<file path="config.mk">
export PLATFORM = sky130hd
export DESIGN_NAME = tlpwm_modulator
export DESIGN_NICKNAME = d
export VERILOG_FILES = /design/src/rtl/tlpwm_pkg.sv /design/src/rtl/tlpwm_carrier.sv /design/src/rtl/tlpwm_gate_decode.sv /design/src/rtl/tlpwm_leg.sv /design/src/rtl/tlpwm_modulator.sv
export SDC_FILE = /design/constraint.sdc
export NUM_CORES = 1
export LEC_CHECK = 0
export BUFFER_PORTS_ARGS = -buffer_cell sky130_fd_sc_hd__clkbuf_2
export CAP_MARGIN = 20
export CORE_ASPECT_RATIO = 1.4
export CORE_MARGIN = 2
export CORE_UTILIZATION = 45
export CTS_CLUSTER_DIAMETER = 50
export DETAILED_ROUTE_END_ITERATION = 8
export PLACE_DENSITY_LB_ADDON = 0.05
export SLEW_MARGIN = 10
export SYNTH_ARGS = -nofsm -noshare
export SYNTH_HDL_FRONTEND = slang
export SYNTH_HIERARCHICAL = 1
export SYNTH_SLANG_ARGS = --single-unit
</file>
<file path="constraint.sdc">
create_clock -name clk -period 5 [get_ports clk]
set_input_delay 0.5 -clock clk [delete_from_list [all_inputs] [get_ports clk]]
set_output_delay 0.5 -clock clk [all_outputs]
set_load 0.01 [all_outputs]
</file>
<file path="src/rtl/tlpwm_pkg.sv">
package tlpwm_pkg;

  localparam int NUM_LEGS      = 3;
  localparam int GATES_PER_LEG = 4;
  localparam int MIN_PERIOD    = 2;

  typedef enum logic [1:0] {
    LEG_ZERO = 2'b00,
    LEG_POS  = 2'b01,
    LEG_NEG  = 2'b11
  } leg_state_e;

  // Compare one reference against the upper carrier (counter) and the
  // lower carrier (counter minus period).
  function automatic leg_state_e classify(input int ref_v, input int cnt_v, input int per_v);
    leg_state_e res;
    if (ref_v > cnt_v)              res = LEG_POS;
    else if (ref_v < cnt_v - per_v) res = LEG_NEG;
    else                            res = LEG_ZERO;
    return res;
  endfunction

  // A full rail-to-rail swing is broken by one neutral cycle.
  function automatic leg_state_e neutral_transit(input leg_state_e prev, input leg_state_e want);
    leg_state_e res;
    if ((prev == LEG_POS && want == LEG_NEG) || (prev == LEG_NEG && want == LEG_POS))
      res = LEG_ZERO;
    else
      res = want;
    return res;
  endfunction

  // Gate nibble: [0] upper outer, [1] upper inner, [2] lower inner, [3] lower outer.
  function automatic logic [GATES_PER_LEG-1:0] gates_of(input leg_state_e s);
    logic [GATES_PER_LEG-1:0] g;
    case (s)
      LEG_POS:  g = 4'b0011;
      LEG_NEG:  g = 4'b1100;
      default:  g = 4'b0110;
    endcase
    return g;
  endfunction

  function automatic int floor_period(input int p);
    return (p < MIN_PERIOD) ? MIN_PERIOD : p;
  endfunction

endpackage

</file>
<file path="src/rtl/tlpwm_carrier.sv">
module tlpwm_carrier
  import tlpwm_pkg::*;
#(
  parameter int CNT_W = 12
) (
  input  logic             clk,
  input  logic             rst_n,
  input  logic [CNT_W-1:0] period_i,
  output logic [CNT_W-1:0] cnt_o,
  output logic [CNT_W-1:0] per_o,
  output logic             turn_o
);

  localparam logic [CNT_W-1:0] PER_RESET = CNT_W'(MIN_PERIOD);

  logic [CNT_W-1:0] cnt_q;
  logic [CNT_W-1:0] per_q;
  logic             up_q;
  logic             at_valley;
  logic             at_peak;
  logic             up_eff;

  assign at_valley = (cnt_q == '0);
  assign at_peak   = (cnt_q == per_q);
  assign up_eff    = at_valley | (up_q & ~at_peak);

  always_ff @(posedge clk or negedge rst_n) begin
    if (!rst_n) begin
      cnt_q <= '0;
      per_q <= PER_RESET;
      up_q  <= 1'b1;
    end else begin
      cnt_q <= up_eff ? cnt_q + CNT_W'(1) : cnt_q - CNT_W'(1);
      up_q  <= up_eff;
      if (at_valley)
        per_q <= CNT_W'(floor_period(int'(period_i)));
    end
  end

  assign cnt_o  = cnt_q;
  assign per_o  = per_q;
  assign turn_o = at_valley | at_peak;

  AST_CNT_IN_RANGE: assert property (@(posedge clk) disable iff (!rst_n) cnt_q <= per_q);
  AST_PERIOD_FLOOR: assert property (@(posedge clk) disable iff (!rst_n) per_q >= PER_RESET);
  AST_PERIOD_HOLD: assert property (@(posedge clk) disable iff (!rst_n) !at_valley |=> $stable(per_q));
  AST_CNT_STEP: assert property (@(posedge clk) disable iff (!rst_n) 1'b1 |=> (cnt_q == $past(cnt_q) + CNT_W'(1)) || (cnt_q == $past(cnt_q) - CNT_W'(1)));

endmodule

</file>
<file path="src/rtl/tlpwm_gate_decode.sv">
module tlpwm_gate_decode
  import tlpwm_pkg::*;
(
  input  leg_state_e               state_i,
  input  logic                     en_i,
  output logic [GATES_PER_LEG-1:0] gates_o
);

  always_comb begin
    gates_o = en_i ? gates_of(state_i) : '0;
    if (en_i) begin
      AST_PAIR_COMPLEMENT: assert (gates_o[0] != gates_o[2] && gates_o[1] != gates_o[3]);
    end
  end

endmodule

</file>
<file path="src/rtl/tlpwm_leg.sv">
module tlpwm_leg
  import tlpwm_pkg::*;
#(
  parameter int CNT_W = 12,
  parameter int REF_W = 14
) (
  input  logic                     clk,
  input  logic                     rst_n,
  input  logic                     gate_en_i,
  input  logic signed [REF_W-1:0]  ref_i,
  input  logic                     ref_stb_i,
  input  logic [CNT_W-1:0]         cnt_i,
  input  logic [CNT_W-1:0]         per_i,
  input  logic                     turn_i,
  output logic [1:0]               state_o,
  output logic [GATES_PER_LEG-1:0] gates_o
);

  logic signed [REF_W-1:0] pend_q;
  logic signed [REF_W-1:0] act_q;
  leg_state_e              state_q;
  leg_state_e              raw_state;
  leg_state_e              next_state;

  assign raw_state  = classify(int'(act_q), int'(cnt_i), int'(per_i));
  assign next_state = neutral_transit(state_q, raw_state);

  always_ff @(posedge clk or negedge rst_n) begin
    if (!rst_n) begin
      pend_q  <= '0;
      act_q   <= '0;
      state_q <= LEG_ZERO;
    end else begin
      if (ref_stb_i) pend_q <= ref_i;
      if (turn_i)    act_q  <= pend_q;
      state_q <= next_state;
    end
  end

  tlpwm_gate_decode u_decode (
    .state_i (state_q),
    .en_i    (gate_en_i),
    .gates_o (gates_o)
  );

  assign state_o = state_q;

  AST_NO_SWING_DOWN: assert property (@(posedge clk) disable iff (!rst_n) (state_q == LEG_POS) |=> (state_q != LEG_NEG));
  AST_NO_SWING_UP: assert property (@(posedge clk) disable iff (!rst_n) (state_q == LEG_NEG) |=> (state_q != LEG_POS));
  AST_ACT_HOLD: assert property (@(posedge clk) disable iff (!rst_n) !turn_i |=> $stable(act_q));
  AST_PEND_HOLD: assert property (@(posedge clk) disable iff (!rst_n) !ref_stb_i |=> $stable(pend_q));

endmodule

</file>
<file path="src/rtl/tlpwm_modulator.sv">
module tlpwm_modulator
  import tlpwm_pkg::*;
#(
  parameter int CNT_W = 12,
  parameter int REF_W = 14
) (
  input  logic                                clk,
  input  logic                                rst_n,
  input  logic [CNT_W-1:0]                    period_i,
  input  logic                                ref_stb_i,
  input  logic signed [REF_W-1:0]             ref_a_i,
  input  logic signed [REF_W-1:0]             ref_b_i,
  input  logic signed [REF_W-1:0]             ref_c_i,
  output logic [NUM_LEGS*GATES_PER_LEG-1:0]   gate_o,
  output logic [1:0]                          leg_a_o,
  output logic [1:0]                          leg_b_o,
  output logic [1:0]                          leg_c_o
);

  logic [CNT_W-1:0]        cnt;
  logic [CNT_W-1:0]        per;
  logic                    turn;
  logic                    gate_en_q;
  logic                    gate_en;
  logic signed [REF_W-1:0] ref_arr [NUM_LEGS];
  logic [1:0]              leg_arr [NUM_LEGS];

  tlpwm_carrier #(.CNT_W(CNT_W)) u_carrier (
    .clk      (clk),
    .rst_n    (rst_n),
    .period_i (period_i),
    .cnt_o    (cnt),
    .per_o    (per),
    .turn_o   (turn)
  );

  always_ff @(posedge clk or negedge rst_n) begin
    if (!rst_n) gate_en_q <= 1'b0;
    else        gate_en_q <= 1'b1;
  end

  assign gate_en = rst_n & gate_en_q;

  assign ref_arr[0] = ref_a_i;
  assign ref_arr[1] = ref_b_i;
  assign ref_arr[2] = ref_c_i;

  for (genvar g = 0; g < NUM_LEGS; g++) begin : g_leg
    tlpwm_leg #(.CNT_W(CNT_W), .REF_W(REF_W)) u_leg (
      .clk       (clk),
      .rst_n     (rst_n),
      .gate_en_i (gate_en),
      .ref_i     (ref_arr[g]),
      .ref_stb_i (ref_stb_i),
      .cnt_i     (cnt),
      .per_i     (per),
      .turn_i    (turn),
      .state_o   (leg_arr[g]),
      .gates_o   (gate_o[g*GATES_PER_LEG +: GATES_PER_LEG])
    );
  end

  assign leg_a_o = leg_arr[0];
  assign leg_b_o = leg_arr[1];
  assign leg_c_o = leg_arr[2];

  always_comb begin
    if (!rst_n) begin
      AST_GATES_OFF_RESET: assert (gate_o == '0);
    end
  end

endmodule

</file>
# Word-level counts from Yosys, hierarchy flattened
# Index checks and enable logic that the tools add are counted.
# Widths: inputs -> output; s select.
[op_classes]
n_addsub = 3
n_reduce_logical = 10
n_mux = 17
n_bitwise = 5
order_cmp = 7
n_eq_ne = 13
[op_table]
columns = ["operator", "count"]
rows = [
  ["$gt 14x13->1", 3],
  ["$lt 14x13->1", 3],
  ["$mux 12", 2],
  ["$pmux 4 s2", 3],
  ["$mux 2", 9],
  ["$sub 12x12->13", 1],
  ["$add 12x1->12 const B", 1],
  ["$eq 12x12->1", 1],
  ["$eq 2x1->1 const B", 6],
  ["$eq 2x2->1 const B", 6],
  ["$logic_not 12->1", 1],
  ["$lt 12x2->1 const B", 1],
  ["$mux 4", 3],
  ["$sub 12x1->12 const B", 1],
  ["$logic_and 1x1->1", 6],
  ["$logic_or 1x1->1", 3],
  ["$and 1x1->1", 2],
  ["$or 1x1->1", 2],
  ["$not 1->1", 1],
]
[word_totals]
ff_bits = 116
wordCells = 68
output_inout_bits = 18

# Depth between registers and ports, before layout
[logic_depth]
depth_word = 8
depth_mapped = 16
mapped_depth_nobuf = 16

# Hierarchy
# The synthesis kept the hierarchy.
[modules_own_cells]
columns = ["mod", "cells_each", "area_each_um2", "n_inst"]
rows = [
  ["tlpwm_leg", 228, 2289.7, 3],
  ["tlpwm_carrier", 166, 1511.4, 1],
  ["tlpwm_gate_decode", 6, 33.8, 3],
  ["tlpwm_modulator", 3, 35.0, 1],
]

# Worst setup path after synthesis
# No wires, ideal clock.
[synth_path]
path_type = "register -> register"
start = "reg u_carrier.cnt_q[0] (netlist: u_carrier/cnt_o[0])"
end = "reg g_leg[0].u_leg.state_q[0]"
period_less_slack_ns = 3.057
stages_incl_launch_ff = 16
n_path_buf = 0
arrival_ns = 2.970
path_slack_ns = 1.943
cell_sequence = "dfrtp_1 > inv_1 > ha_1 > fa_1 > nor2b_1 > o21ai_0 > a21boi_0 > o21ai_0 > a31oi_1 > a31o_2 > ha_1 > nand4_1 > nor2_1 > a2111oi_0 > o41ai_1 > a22oi_1"
[synth_via]
elab_chain_len = 8
word_cells_on_any_way = 11
cone_classes = "1 x add/sub; 2 x order compare; 2 x eq/ne; 3 x mux; 3 x reduce/logical"
[synth_rtl]
columns = ["item", "line", "text"]
rows = [
  ["start, declared", "tlpwm_carrier.sv:16", "logic [CNT_W-1:0] cnt_q;"],
  ["start signal, assigned", "tlpwm_carrier.sv:33", "cnt_q <= up_eff ? cnt_q + CNT_W'(1) : cnt_q - CNT_W'(1);"],
  ["$sub 12x12->13", "tlpwm_pkg.sv:18", "else if (ref_v < cnt_v - per_v) res = LEG_NEG;"],
  ["$lt 14x13->1", "tlpwm_pkg.sv:18", ""],
  ["$mux 2", "tlpwm_pkg.sv:18", ""],
  ["$mux 2 *", "tlpwm_pkg.sv:17", "if (ref_v > cnt_v) res = LEG_POS;"],
  ["$eq 2x2->1 / $eq 2x1->1 (equally long branches)", "tlpwm_pkg.sv:26", "if ((prev == LEG_POS && want == LEG_NEG) || (prev == LEG_NEG && want == LEG_POS))"],
  ["$logic_and 1x1->1", "tlpwm_pkg.sv:26", ""],
  ["$logic_or 1x1->1", "tlpwm_pkg.sv:26", ""],
  ["$mux 2 *", "tlpwm_pkg.sv:26", ""],
  ["named net g_leg[0].u_leg.next_state[0]", "tlpwm_leg.sv:23", "leg_state_e next_state;"],
  ["end signal, assigned", "tlpwm_leg.sv:36", "state_q <= next_state;"],
  ["end, declared", "tlpwm_leg.sv:21", "leg_state_e state_q;"],
]
# The timed path passes the listed nets; every way through them passes the cells marked *.
# A chain may end at the register's enable or synchronous reset.

# Worst setup path in the final report
[layout_path]
start = "reg u_carrier.cnt_q[0] (netlist: u_carrier/cnt_o[0])"
end = "reg g_leg[1].u_leg.state_q[0]"
[layout_via]
elab_chain_len = 8
word_cells_on_any_way = 11
cone_classes = "1 x add/sub; 2 x order compare; 2 x eq/ne; 3 x mux; 3 x reduce/logical"
[layout_rtl]
columns = ["item", "line"]
rows = [
  ["$sub 12x12->13", "tlpwm_pkg.sv:18"],
  ["$lt 14x13->1", "tlpwm_pkg.sv:18"],
  ["$mux 2", "tlpwm_pkg.sv:18"],
  ["$mux 2 *", "tlpwm_pkg.sv:17"],
  ["$eq 2x2->1 / $eq 2x1->1 (equally long branches)", "tlpwm_pkg.sv:26"],
  ["$logic_and 1x1->1", "tlpwm_pkg.sv:26"],
  ["$logic_or 1x1->1", "tlpwm_pkg.sv:26"],
  ["$mux 2 *", "tlpwm_pkg.sv:26"],
  ["named net g_leg[1].u_leg.next_state[0]", "tlpwm_leg.sv:23"],
  ["end signal, assigned", "tlpwm_leg.sv:36"],
  ["end, declared", "tlpwm_leg.sv:21"],
]
# Marked as above.

==> flow_summary_export.csv <==
group,metric,value,unit
setup_path,start_kind,"flop",
yosys,synth_commonest_cells,"ha_1 (121), dfrtp_1 (114), inv_1 (99)",
yosys,synth_nets,1053,
setup_path,ff2ff_path_depth,16,
yosys,synthAdderAreaFrac,18.72,%
finish,fin_area,9829,um^2
setup_path,crit_required,5260,ps
outcome,status,"finished, final reports clean",
yosys,yosysWarnings,6,
hold_path,hp-class,"input pin to async pin",
yosys,syn-cell-area,8517,um^2
placement,post-dp-hpwl,15.23,mm
floorplanning,die_area,20060,um^2
yosys,synth_top_family_by_area,"adder cells",
yosys,async_reset_ff_share,100.0,%
yosys,synth_top_area_share,33.49,%
sta,period_share,73.15,%
finish,fin_nets,1134,
clock_network,cts_made_buffers,17,
setup_path,cp-end-kind,"flop",
clock_network,cts_buffer_depth,2,
yosys,synth_compound_area_share,13.88,%
yosys,postSynthAreaPerCell,9.778,um^2
power,power_frac_clock,25.6,%
sta,worst_pin_slew,962.4,ps
setup_path,worstPathCellList,"inv_1 -> ha_1 -> fa_1 -> nor2b_1 -> o21ai_0 -> a21boi_0 -> o21ai_0 -> nand2b_1 -> xnor2_1 -> ha_1 -> and3_1 -> nand3_1 -> a21oi_1 -> a2111oi_0 -> o41ai_1 -> a22oi_1",
sta,drv_slew,0,
sta,finalClockSkew,9.678,ps
clock_network,cts_root_buffer,"clkbuf_16",
yosys,synth_cell_types,50,
global_routing,grt_max_degree,61,
clock_network,cts.clk_slew.worst_paths,50,ps
finish,drive_gt1_share,22.61,%
setup_path,cp_slowest_cell,"dfrtp_1",
yosys,netlist_instances,871,
floorplanning,die_w,120.3,um
floorplanning,dieHeight,166.8,um
placement,place_area,9185,um^2
routing,via_per_inst,5.367,
placement,place_congestion,0.8355,
finish,antenna_cells,0,
yosys,synth-simple-area-share,12.30,%
power,swShare,39.73,%
global_routing,grt_overflow,0,
floorplanning,rows,59,
sta,fin_crit,3658,ps
sta,maxSlewHeadroom,35.84,%
sta,setup_tns,0,ps
setup_path,worstSetupPathType,"flop to flop",
power,p_leak,4.825,nW
yosys,synth.most_common_cell,"ha_1",
setup_path,arrival,3920,ps
floorplanning,start_util,45.78,%
clock_network,cts_sinks,116,
sta,fmax,273.4,MHz
sta,rsz0062_at_grt,"no",
floorplanning,pin_count,75,
job,cap_violations,0,
power,p_sw,2.068,mW
clock_network,tritoncts,"yes",
finish,synthToLayoutAreaGrowth,15.41,%
clock_network,hold_buffers,0,
routing,routed_wl,19.97,mm
yosys,ys_ff_latch,116,
routing,drc,0,
yosys,synth_edf_count,0,
power,pwr-share-seq,26.0,%
routing,drtIter0Drc,217,
setup_path,crit_fanout,11,
power,comb_power_share,48.4,%
routing,drtAntennaViolNets,0,
setup_path,worst_path_largest_cell_delay,600,ps
clock_network,cts_setup_buffers,0,
sta,final_hold_viol_count,0,
routing,avgRoutedWirePerCell,16.53,um
power,p_per_area,529.5,nW/um^2
placement,io_buffers,74,
global_routing,grt_usage,20.93,%
finish,nFillCells,1776,
yosys,synthTopCellsByArea,"dfrtp_1 (33%), ha_1 (18%), mux2_2 (11%), inv_1 (4.4%), xnor2_1 (3.7%)",
routing,drt_pre_antenna_iters,4,
clock_network,cts_resized,0,
clock_network,clk_latency,420,ps
floorplanning,fp.coreArea,18600,um^2
sta,finalSetupViolCount,0,
global_routing,grt_pass1_wl,33.05,mm
yosys,ys.flop_type,"dfrtp_1",
global_routing,grt_pass1_vias,6598,
power,internal-power,3.137,mW
yosys,synth-xor-area-share,4.833,%
yosys,synth.largest_area_cell,"dfrtp_1",
routing,vias,6483,
clock_network,htreeDepth,4,
power,vdd.ir_drop.worst,0.0002237,V
yosys,yosys-mux-area-fraction,11.06,%
yosys,yosysSeqAreaShare,34.11,%
global_routing,antenna_found_initial,0,
## placed cells by master (no fill, tap or decap), types with 9 or more instances in the layout
cell and count:
clkbuf_2 73, clkbuf_16 17, nand2b_1 12, xor2_1 11, nand4_1 13, nor4_1 9, a21boi_0 9, o21a_1 9
xnor2_1 36, dfrtp_1 114, mux2_2 81, nand3_1 17, nand2_1 67, ha_1 121, nor3_1 19, inv_1 99
nor2_1 42, o21ai_0 29, nor2b_1 16, o211ai_1 9, a21oi_1 52
## registers in the layout, summed over array words and instances (netlist names)
register / count
g_leg.u_leg/state_o: 6
gate_en_q: 1
u_carrier/cnt_o: 12
u_carrier/per_o: 12
u_carrier/up_q: 1
g_leg.u_leg/act_q: 42
g_leg.u_leg/pend_q: 42
## area by class of cell
| cell class | instances | area (um^2) | area share [%] |
|---|---|---|---|
| clock buffer | 23 | 498.0 | 5.066 |
| clock inverter | 8 | 146.4 | 1.489 |
| inverter | 99 | 371.6 | 3.781 |
| multi-input combinational | 641 | 5195 | 52.85 |
| sequential | 116 | 2905 | 29.56 |
| tap | 244 | 305.3 | 3.106 |
| timing repair buffer | 77 | 407.9 | 4.150 |
## power by group through the flow
stage	logic [mW]	registers (mW)	clock network, mW
2_1_floorplan	1.98	1.26	0
3_3_place_gp	2.51	1.36	0
3_5_place_dp	2.51	1.37	0
4_1_cts	2.53	1.36	1.36
5_1_grt	2.89	1.39	1.41
6_report	2.52	1.35	1.33
## cell families after synthesis
| kind of cell | Yosys count |
|---|---|
| and+or+nand+nor | 213 |
| AOI/OAI and AO/OA | 171 |
| adders and majority gates | 125 |
| DFF | 116 |
| buffers and inverters | 114 |
| muxes | 84 |
| xor gates and xnor gates | 47 |
| other | 1 |
## per-layer routing
layer / wire length, um / GRT usage [%] / share of wire (%)
met5: 0 / 0 / 0
met4: 773 / 9.403 / 3.9
met3: 675 / 3.630 / 3.4
met2: 9604 / 34.86 / 48
met1: 8912 / 26.45 / 45
## critical path, delay by kind of cell (launching register included)
kind	cells	cell delay, ps
XOR/XNOR	1	80
buffers and inverters	1	90
AO/OA/AOI/OAI	7	1300
AND/OR/NAND/NOR	4	490
adder cells (fa/ha/maj)	3	950
flip-flops	1	600
## per-stage QoR
step	setup WS [ps]	util [%]	cells	hold slack, ps	power (mW)
after global placement	1352	49.37	1177	468.4	3.877
after global routing	949.6	52.84	1208	187.9	5.680
after CTS	1264	52.84	1208	154.0	5.253
final	1342	52.84	1208	115.1	5.205
after floorplan	1943	-	871	204.4	3.238
after detailed placement	1272	49.37	1177	473.0	3.881
## worst paths after layout
| check | end | startpoint | slack (ps) |
|---|---|---|---|
| worst max-delay path | g_leg[1].u_leg/state_o[0] | u_carrier/cnt_o[0] | 1340 |
| worst min-delay path | g_leg[1].u_leg/act_q[2] | rst_n | 120 |
| worst max register to register | g_leg[1].u_leg/state_o[0] | u_carrier/cnt_o[0] | 1340 |
| worst min register to register | g_leg[2].u_leg/act_q[0] | g_leg[2].u_leg/pend_q[0] | 480 |
| max in group asynchronous | g_leg[2].u_leg/act_q[11] | rst_n | 3620 |
| min in group clk | u_carrier/per_o[4] | period_i[4] | 300 |
Power figures use the tool's default switching activity.
